==> src/rtl/tmr_pkg.sv <==
package tmr_pkg;
    localparam int BUS_W = 32;

    // Register byte offsets
    localparam int OFF_CTRL  = 'h00;
    localparam int OFF_COUNT = 'h04;
    localparam int OFF_PRE   = 'h08;
    localparam int OFF_MCTL  = 'h0C;
    localparam int OFF_MATCH = 'h10;
    localparam int OFF_CAP   = 'h14;
    localparam int OFF_STAT  = 'h18;

    // Control bit positions
    localparam int CTL_RUN_BIT = 0;
    localparam int CTL_CLR_BIT = 1;
    localparam int CTL_DBG_BIT = 2;
    localparam int CTL_W       = 3;

    typedef enum logic [1:0] {
        ST_STOP  = 2'd0,
        ST_CLEAR = 2'd1,
        ST_RUN   = 2'd2,
        ST_HALT  = 2'd3
    } run_state_t;
endpackage

==> src/rtl/tmr_run_fsm.sv <==
module tmr_run_fsm
    import tmr_pkg::*;
(
    input  logic       clk,
    input  logic       rst_n,
    input  logic       ctl_run,
    input  logic       ctl_clr,
    input  logic       ctl_dbg,
    input  logic       dbg_active,
    output run_state_t state,
    output logic       active,
    output logic       clear
);
    run_state_t state_nxt;

    // Next-state selection: clear > stop > debug halt > run
    always_comb begin
        if (ctl_clr)
            state_nxt = ST_CLEAR;
        else if (!ctl_run)
            state_nxt = ST_STOP;
        else if (ctl_dbg && dbg_active)
            state_nxt = ST_HALT;
        else
            state_nxt = ST_RUN;
    end

    always_ff @(posedge clk or negedge rst_n) begin
        if (!rst_n)
            state <= ST_STOP;
        else
            state <= state_nxt;
    end

    always_comb begin
        active = 1'b0;
        clear  = 1'b0;
        unique case (state)
            ST_STOP:  ;
            ST_CLEAR: clear  = 1'b1;
            ST_RUN:   active = 1'b1;
            ST_HALT:  ;
            default:  ;
        endcase
    end
endmodule

==> src/rtl/tmr_prescaler.sv <==
module tmr_prescaler #(
    parameter int PRE_W = 32
) (
    input  logic             clk,
    input  logic             rst_n,
    input  logic             clear,
    input  logic             active,
    input  logic [PRE_W-1:0] limit,
    output logic             tick
);
    logic [PRE_W-1:0] pre_q;

    // ">=" so that lowering the limit below the current value wraps at once
    assign tick = active && (pre_q >= limit);

    always_ff @(posedge clk or negedge rst_n) begin
        if (!rst_n)
            pre_q <= '0;
        else if (clear)
            pre_q <= '0;
        else if (active)
            pre_q <= tick ? '0 : pre_q + 1'b1;
    end
endmodule

==> src/rtl/tmr_match_unit.sv <==
module tmr_match_unit #(
    parameter int CNT_W = 32
) (
    input  logic             clk,
    input  logic             rst_n,
    input  logic             clear,
    input  logic             tick,
    input  logic [CNT_W-1:0] match_val,
    input  logic             flag_clr,
    output logic [CNT_W-1:0] cnt,
    output logic             flag
);
    logic [CNT_W-1:0] cnt_nxt;
    logic             hit;

    assign cnt_nxt = cnt + 1'b1;   // wraps from all-ones to zero
    assign hit     = tick && (cnt_nxt == match_val);

    always_ff @(posedge clk or negedge rst_n) begin
        if (!rst_n)
            cnt <= '0;
        else if (clear)
            cnt <= '0;
        else if (tick)
            cnt <= cnt_nxt;
    end

    // A new hit wins over a simultaneous clear request
    always_ff @(posedge clk or negedge rst_n) begin
        if (!rst_n)
            flag <= 1'b0;
        else if (hit)
            flag <= 1'b1;
        else if (flag_clr)
            flag <= 1'b0;
    end
endmodule

==> src/rtl/tmr_regs.sv <==
module tmr_regs
    import tmr_pkg::*;
#(
    parameter int ADDR_W = 5,
    parameter int CNT_W  = 32,
    parameter int PRE_W  = 32
) (
    input  logic              clk,
    input  logic              rst_n,
    input  logic              wr,
    input  logic [ADDR_W-1:0] addr,
    input  logic [BUS_W-1:0]  wdata,
    input  logic [CNT_W-1:0]  cnt,
    input  logic              flag,
    output logic [BUS_W-1:0]  rdata,
    output logic              ctl_run,
    output logic              ctl_clr,
    output logic              ctl_dbg,
    output logic [PRE_W-1:0]  pre_lim,
    output logic              irq_en,
    output logic [CNT_W-1:0]  match_val,
    output logic              flag_clr
);
    localparam logic [ADDR_W-1:0] A_CTRL  = ADDR_W'(OFF_CTRL);
    localparam logic [ADDR_W-1:0] A_COUNT = ADDR_W'(OFF_COUNT);
    localparam logic [ADDR_W-1:0] A_PRE   = ADDR_W'(OFF_PRE);
    localparam logic [ADDR_W-1:0] A_MCTL  = ADDR_W'(OFF_MCTL);
    localparam logic [ADDR_W-1:0] A_MATCH = ADDR_W'(OFF_MATCH);
    localparam logic [ADDR_W-1:0] A_CAP   = ADDR_W'(OFF_CAP);
    localparam logic [ADDR_W-1:0] A_STAT  = ADDR_W'(OFF_STAT);

    logic [CTL_W-1:0] ctrl_q;
    logic [BUS_W-1:0] cap_q;

    assign ctl_run  = ctrl_q[CTL_RUN_BIT];
    assign ctl_clr  = ctrl_q[CTL_CLR_BIT];
    assign ctl_dbg  = ctrl_q[CTL_DBG_BIT];
    assign flag_clr = wr && (addr == A_STAT) && wdata[0];

    always_ff @(posedge clk or negedge rst_n) begin
        if (!rst_n) begin
            ctrl_q    <= '0;
            pre_lim   <= '0;
            irq_en    <= 1'b0;
            match_val <= '0;
            cap_q     <= '0;
        end else if (wr) begin
            case (addr)
                A_CTRL:  ctrl_q    <= wdata[CTL_W-1:0];
                A_PRE:   pre_lim   <= wdata[PRE_W-1:0];
                A_MCTL:  irq_en    <= wdata[0];
                A_MATCH: match_val <= wdata[CNT_W-1:0];
                A_CAP:   cap_q     <= wdata;
                default: ;
            endcase
        end
    end

    always_comb begin
        rdata = '0;
        case (addr)
            A_CTRL:  rdata = BUS_W'(ctrl_q);
            A_COUNT: rdata = BUS_W'(cnt);
            A_PRE:   rdata = BUS_W'(pre_lim);
            A_MCTL:  rdata = BUS_W'(irq_en);
            A_MATCH: rdata = BUS_W'(match_val);
            A_CAP:   rdata = cap_q;
            A_STAT:  rdata = BUS_W'(flag);
            default: rdata = '0;
        endcase
    end
endmodule

==> src/rtl/tmr_interval_top.sv <==
module tmr_interval_top
    import tmr_pkg::*;
#(
    parameter int ADDR_W = 5,
    parameter int CNT_W  = 32,
    parameter int PRE_W  = 32
) (
    input  logic              clk,
    input  logic              rst_n,
    input  logic              dbg_active,
    input  logic              bus_wr,
    input  logic [ADDR_W-1:0] bus_addr,
    input  logic [31:0]       bus_wdata,
    output logic [31:0]       bus_rdata,
    output logic              irq
);
    run_state_t       run_state;
    logic             run_active;
    logic             run_clear;
    logic             pre_tick;
    logic             ctl_run;
    logic             ctl_clr;
    logic             ctl_dbg;
    logic [PRE_W-1:0] pre_lim;
    logic             irq_en;
    logic [CNT_W-1:0] match_val;
    logic             flag_clr;
    logic [CNT_W-1:0] cnt_val;
    logic             match_flag;

    tmr_regs #(.ADDR_W(ADDR_W), .CNT_W(CNT_W), .PRE_W(PRE_W)) u_regs (
        .clk       (clk),
        .rst_n     (rst_n),
        .wr        (bus_wr),
        .addr      (bus_addr),
        .wdata     (bus_wdata),
        .cnt       (cnt_val),
        .flag      (match_flag),
        .rdata     (bus_rdata),
        .ctl_run   (ctl_run),
        .ctl_clr   (ctl_clr),
        .ctl_dbg   (ctl_dbg),
        .pre_lim   (pre_lim),
        .irq_en    (irq_en),
        .match_val (match_val),
        .flag_clr  (flag_clr)
    );

    tmr_run_fsm u_fsm (
        .clk        (clk),
        .rst_n      (rst_n),
        .ctl_run    (ctl_run),
        .ctl_clr    (ctl_clr),
        .ctl_dbg    (ctl_dbg),
        .dbg_active (dbg_active),
        .state      (run_state),
        .active     (run_active),
        .clear      (run_clear)
    );

    tmr_prescaler #(.PRE_W(PRE_W)) u_pre (
        .clk    (clk),
        .rst_n  (rst_n),
        .clear  (run_clear),
        .active (run_active),
        .limit  (pre_lim),
        .tick   (pre_tick)
    );

    tmr_match_unit #(.CNT_W(CNT_W)) u_match (
        .clk       (clk),
        .rst_n     (rst_n),
        .clear     (run_clear),
        .tick      (pre_tick),
        .match_val (match_val),
        .flag_clr  (flag_clr),
        .cnt       (cnt_val),
        .flag      (match_flag)
    );

    assign irq = match_flag & irq_en;
endmodule

==> config.mk <==
export PLATFORM = sky130hd
export DESIGN_NAME = tmr_interval_top
export DESIGN_NICKNAME = d
export VERILOG_FILES = /design/src/rtl/tmr_pkg.sv /design/src/rtl/tmr_run_fsm.sv /design/src/rtl/tmr_prescaler.sv /design/src/rtl/tmr_match_unit.sv /design/src/rtl/tmr_regs.sv /design/src/rtl/tmr_interval_top.sv
export SDC_FILE = /design/constraint.sdc
export NUM_CORES = 1
export LEC_CHECK = 0
export ABC_AREA = 1
export BUFFER_PORTS_ARGS = -buffer_cell sky130_fd_sc_hd__buf_2
export CAP_MARGIN = 20
export CORE_MARGIN = 8
export CORE_UTILIZATION = 60
export CTS_BUF_LIST = sky130_fd_sc_hd__clkbuf_2 sky130_fd_sc_hd__clkbuf_4 sky130_fd_sc_hd__clkbuf_8
export DETAILED_ROUTE_END_ITERATION = 10
export PLACE_DENSITY = 0.8
export SYNTH_ARGS = -nofsm -noshare
export SYNTH_HDL_FRONTEND = slang
export SYNTH_SLANG_ARGS = --single-unit
==> constraint.sdc <==
create_clock -name clk -period 2.7 [get_ports clk]
set_input_delay 0.135 -clock clk [delete_from_list [all_inputs] [get_ports clk]]
set_output_delay 0.135 -clock clk [all_outputs]
set_load 0.05 [all_outputs]
Word level (Yosys, flattened, before mapping)
Index checks and enable logic that the tools add are counted.

$add $sub $neg: 2. Order comparisons: 1. Reductions and logical operators: 14. Bitwise operators: 1. Mux-type cells: 13. Equality and inequality tests: 9.

Operator list (count): 32-bit case mux with 7 select lines (1); 32-bit two-way mux (5); 32-bit by 1-bit adder with 32-bit output, second input constant (2); 32-bit == test (1); 32-bit greater-or-equal comparator (1); 5-bit == test, second input constant (3); 5-bit by 4-bit == test with 1-bit output, second input constant (2); 2-bit AND reduction (5); 2-bit nonzero test (3); 5-bit by 3-bit == test with 1-bit output, second input constant (1); 1-bit logical AND (5); 5-bit zero test (1); 1-bit two-way mux (5); 2-bit two-way mux (2); 2-bit by 1-bit == test with 1-bit output, second input constant (1); 2-bit == test, second input constant (1); 1-bit AND (1).

Word-level logic and storage cells: 49. Register bits after elaboration: 167. Output and inout bits: 33. Input port bits: 41.

Logic depth before layout (Yosys ltp)
Depth in word-level cells: 6. Gate-level depth with buffers: 16. Gate-level depth less buffers: 16.

By module
From an unflattened synthesis, not the netlist that was laid out.

Cell total of the unflattened synthesis: 1571. Area total of the unflattened synthesis: 11267.1 µm².

Modules (own cells, without submodules): tmr_regs (times used 1, area an instance 5068.6 µm², cells an instance 572, seq. area each 2502.4 µm²); tmr_prescaler (times used 1, area an instance 3163.0 µm², cells an instance 496, seq. area each 800.8 µm²); tmr_match_unit (times used 1, area an instance 2942.8 µm², cells an instance 490, seq. area each 825.8 µm²); tmr_run_fsm (times used 1, area an instance 85.1 µm², cells an instance 11, seq. area each 50.0 µm²); tmr_interval_top (times used 1, area an instance 7.5 µm², cells an instance 2, seq. area each 0.0 µm²).

Least setup slack after synthesis
OpenSTA, ideal clock, no wires.

Kind: register to register. Start point: register u_fsm.state[0]. End point: register u_pre.pre_q[29]. Required time: 2565 ps. Buffers on the path: 1. Setup slack: 714 ps. Stages on the path, launching flop included: 13. Arrival time: 1851 ps. Cell sequence: dfrtp_1 -> inv_1 -> ha_1 -> inv_1 -> buf_4 -> nand3_4 -> nor2_1 -> nand4_2 -> nor2_4 -> nand2_2 -> nor3_1 -> xor2_1 -> a21oi_1.

Word-level cells in the longest chain between the ends: 6. Elaborated cells on any way between the ends: 9.

RTL lines: from (decl) (line tmr_run_fsm.sv:10) `output run_state_t state,`; from (signal assigned) (line tmr_run_fsm.sv:32) `state <= state_nxt;`; 2-bit == test (line tmr_run_fsm.sv:38) `unique case (state)`; 1-bit two-way mux (line tmr_run_fsm.sv:38); 1-bit logical AND (line tmr_prescaler.sv:14) `assign tick = active && (pre_q >= limit);`; 32-bit two-way mux (line tmr_prescaler.sv:22) `pre_q <= tick ? '0 : pre_q + 1'b1;`; 32-bit two-way mux (line tmr_prescaler.sv:21) `else if (active)`; 32-bit two-way mux (line tmr_prescaler.sv:19) `else if (clear)`; to (signal assigned) (line tmr_prescaler.sv:22); to (decl) (line tmr_prescaler.sv:11) `logic [PRE_W-1:0] pre_q;`.

Several ways; a longest one is shown, not always the timed one. The select of a mux whose other input is x is not followed. A chain may end at the register's enable or synchronous reset.

Worst setup path after layout
Start point: register u_pre.pre_q[3]. End point: register u_match.cnt[3].

Word-level cells in the longest chain between the ends: 3.

RTL lines: 32-bit greater-or-equal comparator (line tmr_prescaler.sv:14); 1-bit logical AND (line tmr_prescaler.sv:14); 2-bit nonzero test (no line); to (signal assigned) (line tmr_match_unit.sv:25) `cnt <= cnt_nxt;`; to (decl) (line tmr_match_unit.sv:10) `output logic [CNT_W-1:0] cnt,`.

Every way passes these cells.

==> key figures <==
Setup path
  – CP peak stage delay: 0.49 ns
  – Critical path arrival: 2.78 ns
  – CP Class: reg -> reg
  – Nature of the critical path startpoint: flop
  – Reg2Reg Capture Point: u_match.cnt[3]
  – Cell mode on critical path: nand2_1
  – Cell depth of the worst setup path: 14
  – Worst-path cell chain: ha_1, nand3_1, o21bai_1, nand2_1, nand2_1, nand2_1, nand2_1, nand2_1, nand2_1, nand2_1, nand2_1, nand2_2, buf_12, o22ai_1
  – WP buf/inv: 1
  – Reg-to-reg slack, setup: 0.25 ns
  – Slowest-stage cell, CP: dfrtp_1
  – Critical path capture point: u_match.cnt[3]
  – Reg2Reg Launch Point: u_pre.pre_q[3]
  – Worst-case reg-to-reg path depth: 14
  – CP max FO: 63
  – Critical path capture point type: flop
  – Critical path origin: u_pre.pre_q[3]
  – WP data required: 3.03 ns
  – Family with the most delay on the worst path: simple AND/OR/NAND/NOR gates

Clocking
  – Setup Buffers After CTS: 0
  – TritonCTS clock tree: built
  – Hold Buf Count CTS: 31
  – Clock sinks: 167
  – Post_cts resized: 0
  – Clock buffer count from CTS: 17
  – Clock Path Buffers: 2
  – Skew-Pair Late Insertion Delay: 0.48 ns
  – H-tree levels: 4
  – Register clock-pin slew on the reported worst setup and hold paths: ~0.090 ns
  – Root buffer cell: clkbuf_8

Synth
  – Mean Syn Cell Area: 7.31 um^2
  – Cells after synthesis: about 1400
  – Post-synth EDFFs: 0
  – Net Count, Synth: about 1400
  – Register area share after synthesis: 42.2%
  – Ys Warns: 0
  – Distinct cells, synth: 43
  – Async S/R FF share, synth: 100%
  – Number of synthesized register bits: 167
  – Synthesized cell area: 0.00991 mm^2
  – Top_reg_cell synth: dfrtp_1

GRT
  – Total GRT Usage: between 20% and 30%
  – Global route overflow: 0
  – Vias in the first global route: 9326
  – Largest net degree at the start of global routing: 65
  – First-pass GRT wire length: approximately 48 mm
  – Initial antenna violation count: 0

Floorplan
  – I/O pins: 74
  – Core Region: 0.0163 mm^2
  – Starting Density: 60.6%
  – Row count: 47
  – Die width: 144 um
  – Die area: 0.0209 mm^2
  – Height of the chip: about 140 um

Place
  – DP HPWL: about 21 mm
  – Port buffer count: 73
  – Placed cells: 1619
  – Routability cong.: ~0.97
  – Worst slack at placement: about 0.30 ns

STA
  – Hold Fails Final Rpt: 0
  – Actual slew at the worst max-slew pin: 0.643 ns
  – Setup_tns: 0 ns
  – Final Critical Period: 2.45 ns
  – Clock Skews: 0.0187 ns
  – Unrepaired setup endpoints after global routing: no
  – Fmax: 408 MHz
  – Final max-slew violation count: 0
  – Period utilization: 90.7%
  – Final WS setup: 0.251 ns
  – Max_slew headroom: a little under three fifths
  – Setup violators final: 0

Route
  – Pre-antenna DRT Iters: 5
  – Post-route ant nets: 0
  – DRC viols: 0
  – First DRT Iteration DRCs: 1027
  – Total number of vias: 9589
  – WL/cell: 17.3 um
  – Drt total wl: ~29 mm
  – Vias/cell: 5.70

Flow run
  – Max_cap viols: 0

Final layout
  – N_diodes: 0
  – Post-Layout Cell Count: 1683
  – Layout cells sized above 1: 11.3%
  – Most common cell after layout, fill and taps aside: nand2_1
  – Area Overhead vs Synth: 14.4%
  – Most frequent cells in the layout: nand2_1, inv_1, dfrtp_1
  – Fin nets: 1527

Power and ir drop
  – VDD IR-drop max: approximately 0.00042 V
  – Pwr/cell area: roughly 580 mW/mm^2
  – Leak: 5.46 nW

Min path
  – Hold Path Origin: bus_wdata[12]
  – Hold Path Class: in -> reg

Outcome
  – Outcome: complete, no violations
[state kept, by name (all words and copies together) (netlist names)]
register and flops:
u_match.cnt 32, u_pre.pre_q 32, u_regs.cap_q 32, u_regs.match_val 32
u_regs.pre_lim 32, u_regs.ctrl_q 3, u_fsm.state 2, u_match.flag 1
u_regs.irq_en 1
[metrics by stage]
step	total power, W	util, %	cell area (um^2)	hold slack, ns
2_1_floorplan	0.00397	-	9910	-0.161
3_3_place_gp	0.00440	64.5	10600	0.139
3_5_place_dp	0.00445	64.5	10600	0.142
4_1_cts	0.00652	69.2	11300	0.0118
5_1_grt	0.00686	69.3	11300	0.0298
6_report	0.00652	69.3	11300	0.0355
[cells in the mapped netlist (7+ instances only)]
library cell	instances	area share, %
a21oi_1	42	2.1
clkbuf_1	33	1.3
dfrtp_1	167	42
ha_1	36	4.5
inv_1	172	6.5
nand2_1	452	17
nand2_2	11	0.69
nand3_1	78	3.9
nand4_1	14	0.88
nor2_1	84	3.2
nor2_2	9	0.57
nor2_4	9	1.0
nor3_1	7	0.35
o2111ai_1	29	2.6
o21ai_0	114	5.8
o22ai_1	29	1.8
xnor2_1	8	0.71
xor2_1	18	1.6
[layout make-up]
class / count / area (um^2)
fillers: 1372 / 5020
well taps: 220 / 275
clock inverters: 13 / 193
clock buffers: 19 / 255
flip-flops and latches: 167 / 4180
multi-input cells: 971 / 4920
inverters: 175 / 657
repair buffers: 118 / 850
[worst min path at each step]
stage	cells past startpoint	slack (ns)	to
final	3	0.04	u_regs.cap_q[12]
after global routing	3	0.03	u_regs.pre_lim[19]
after CTS	3	0.01	u_regs.cap_q[12]
after detailed placement	1	0.14	u_regs.cap_q[10]
after global placement	1	0.14	u_regs.cap_q[10]
after floorplan	0	-0.16	u_fsm.state[0]
[worst reg2reg max path, stage by stage, from the launching register on]
cell and delay, ns:
dfrtp_1 0.49, ha_1 0.35, nand3_1 0.07, o21bai_1 0.15, nand2_1 0.07, nand2_1 0.05, nand2_1 0.06, nand2_1 0.05
nand2_1 0.07, nand2_1 0.05, nand2_1 0.11, nand2_1 0.19, nand2_2 0.14, buf_12 0.30, o22ai_1 0.16
[where the power goes]
part	internal (W)	switching [W]	leakage (nW)	total (W)
clock network	0.00106	0.000994	0.226	0.00205
logic	0.000475	0.000874	3.02	0.00135
registers	0.00282	0.000301	2.22	0.00312
[routing by layer]
metal | part of all wire [%] | wire (um) | vias to the layer above | track usage, %
met1 | 42 | 12300 | 4471 | 39.0
met5 | 0 | 0 | - | 0
met3 | 8.8 | 2560 | 81 | 7.10
met2 | 46 | 13300 | 437 | 45.8
met4 | 3.0 | 860 | 0 | 11.6
li1 | - | - | 4600 | -
[logic make-up (layout without fill, tap and decap cells)]
kind of cell	Yosys count	count (layout)	synth area share, %
and+or+nand+nor	678	678	29.1
adders and majority gates	36	36	4.55
xor gates and xnor gates	26	26	2.30
AOI/OAI and AO/OA	231	231	13.6
buffers and inverters	217	325	8.34
DFF	167	167	42.2
No activity file was read; power rests on OpenSTA's default activity.
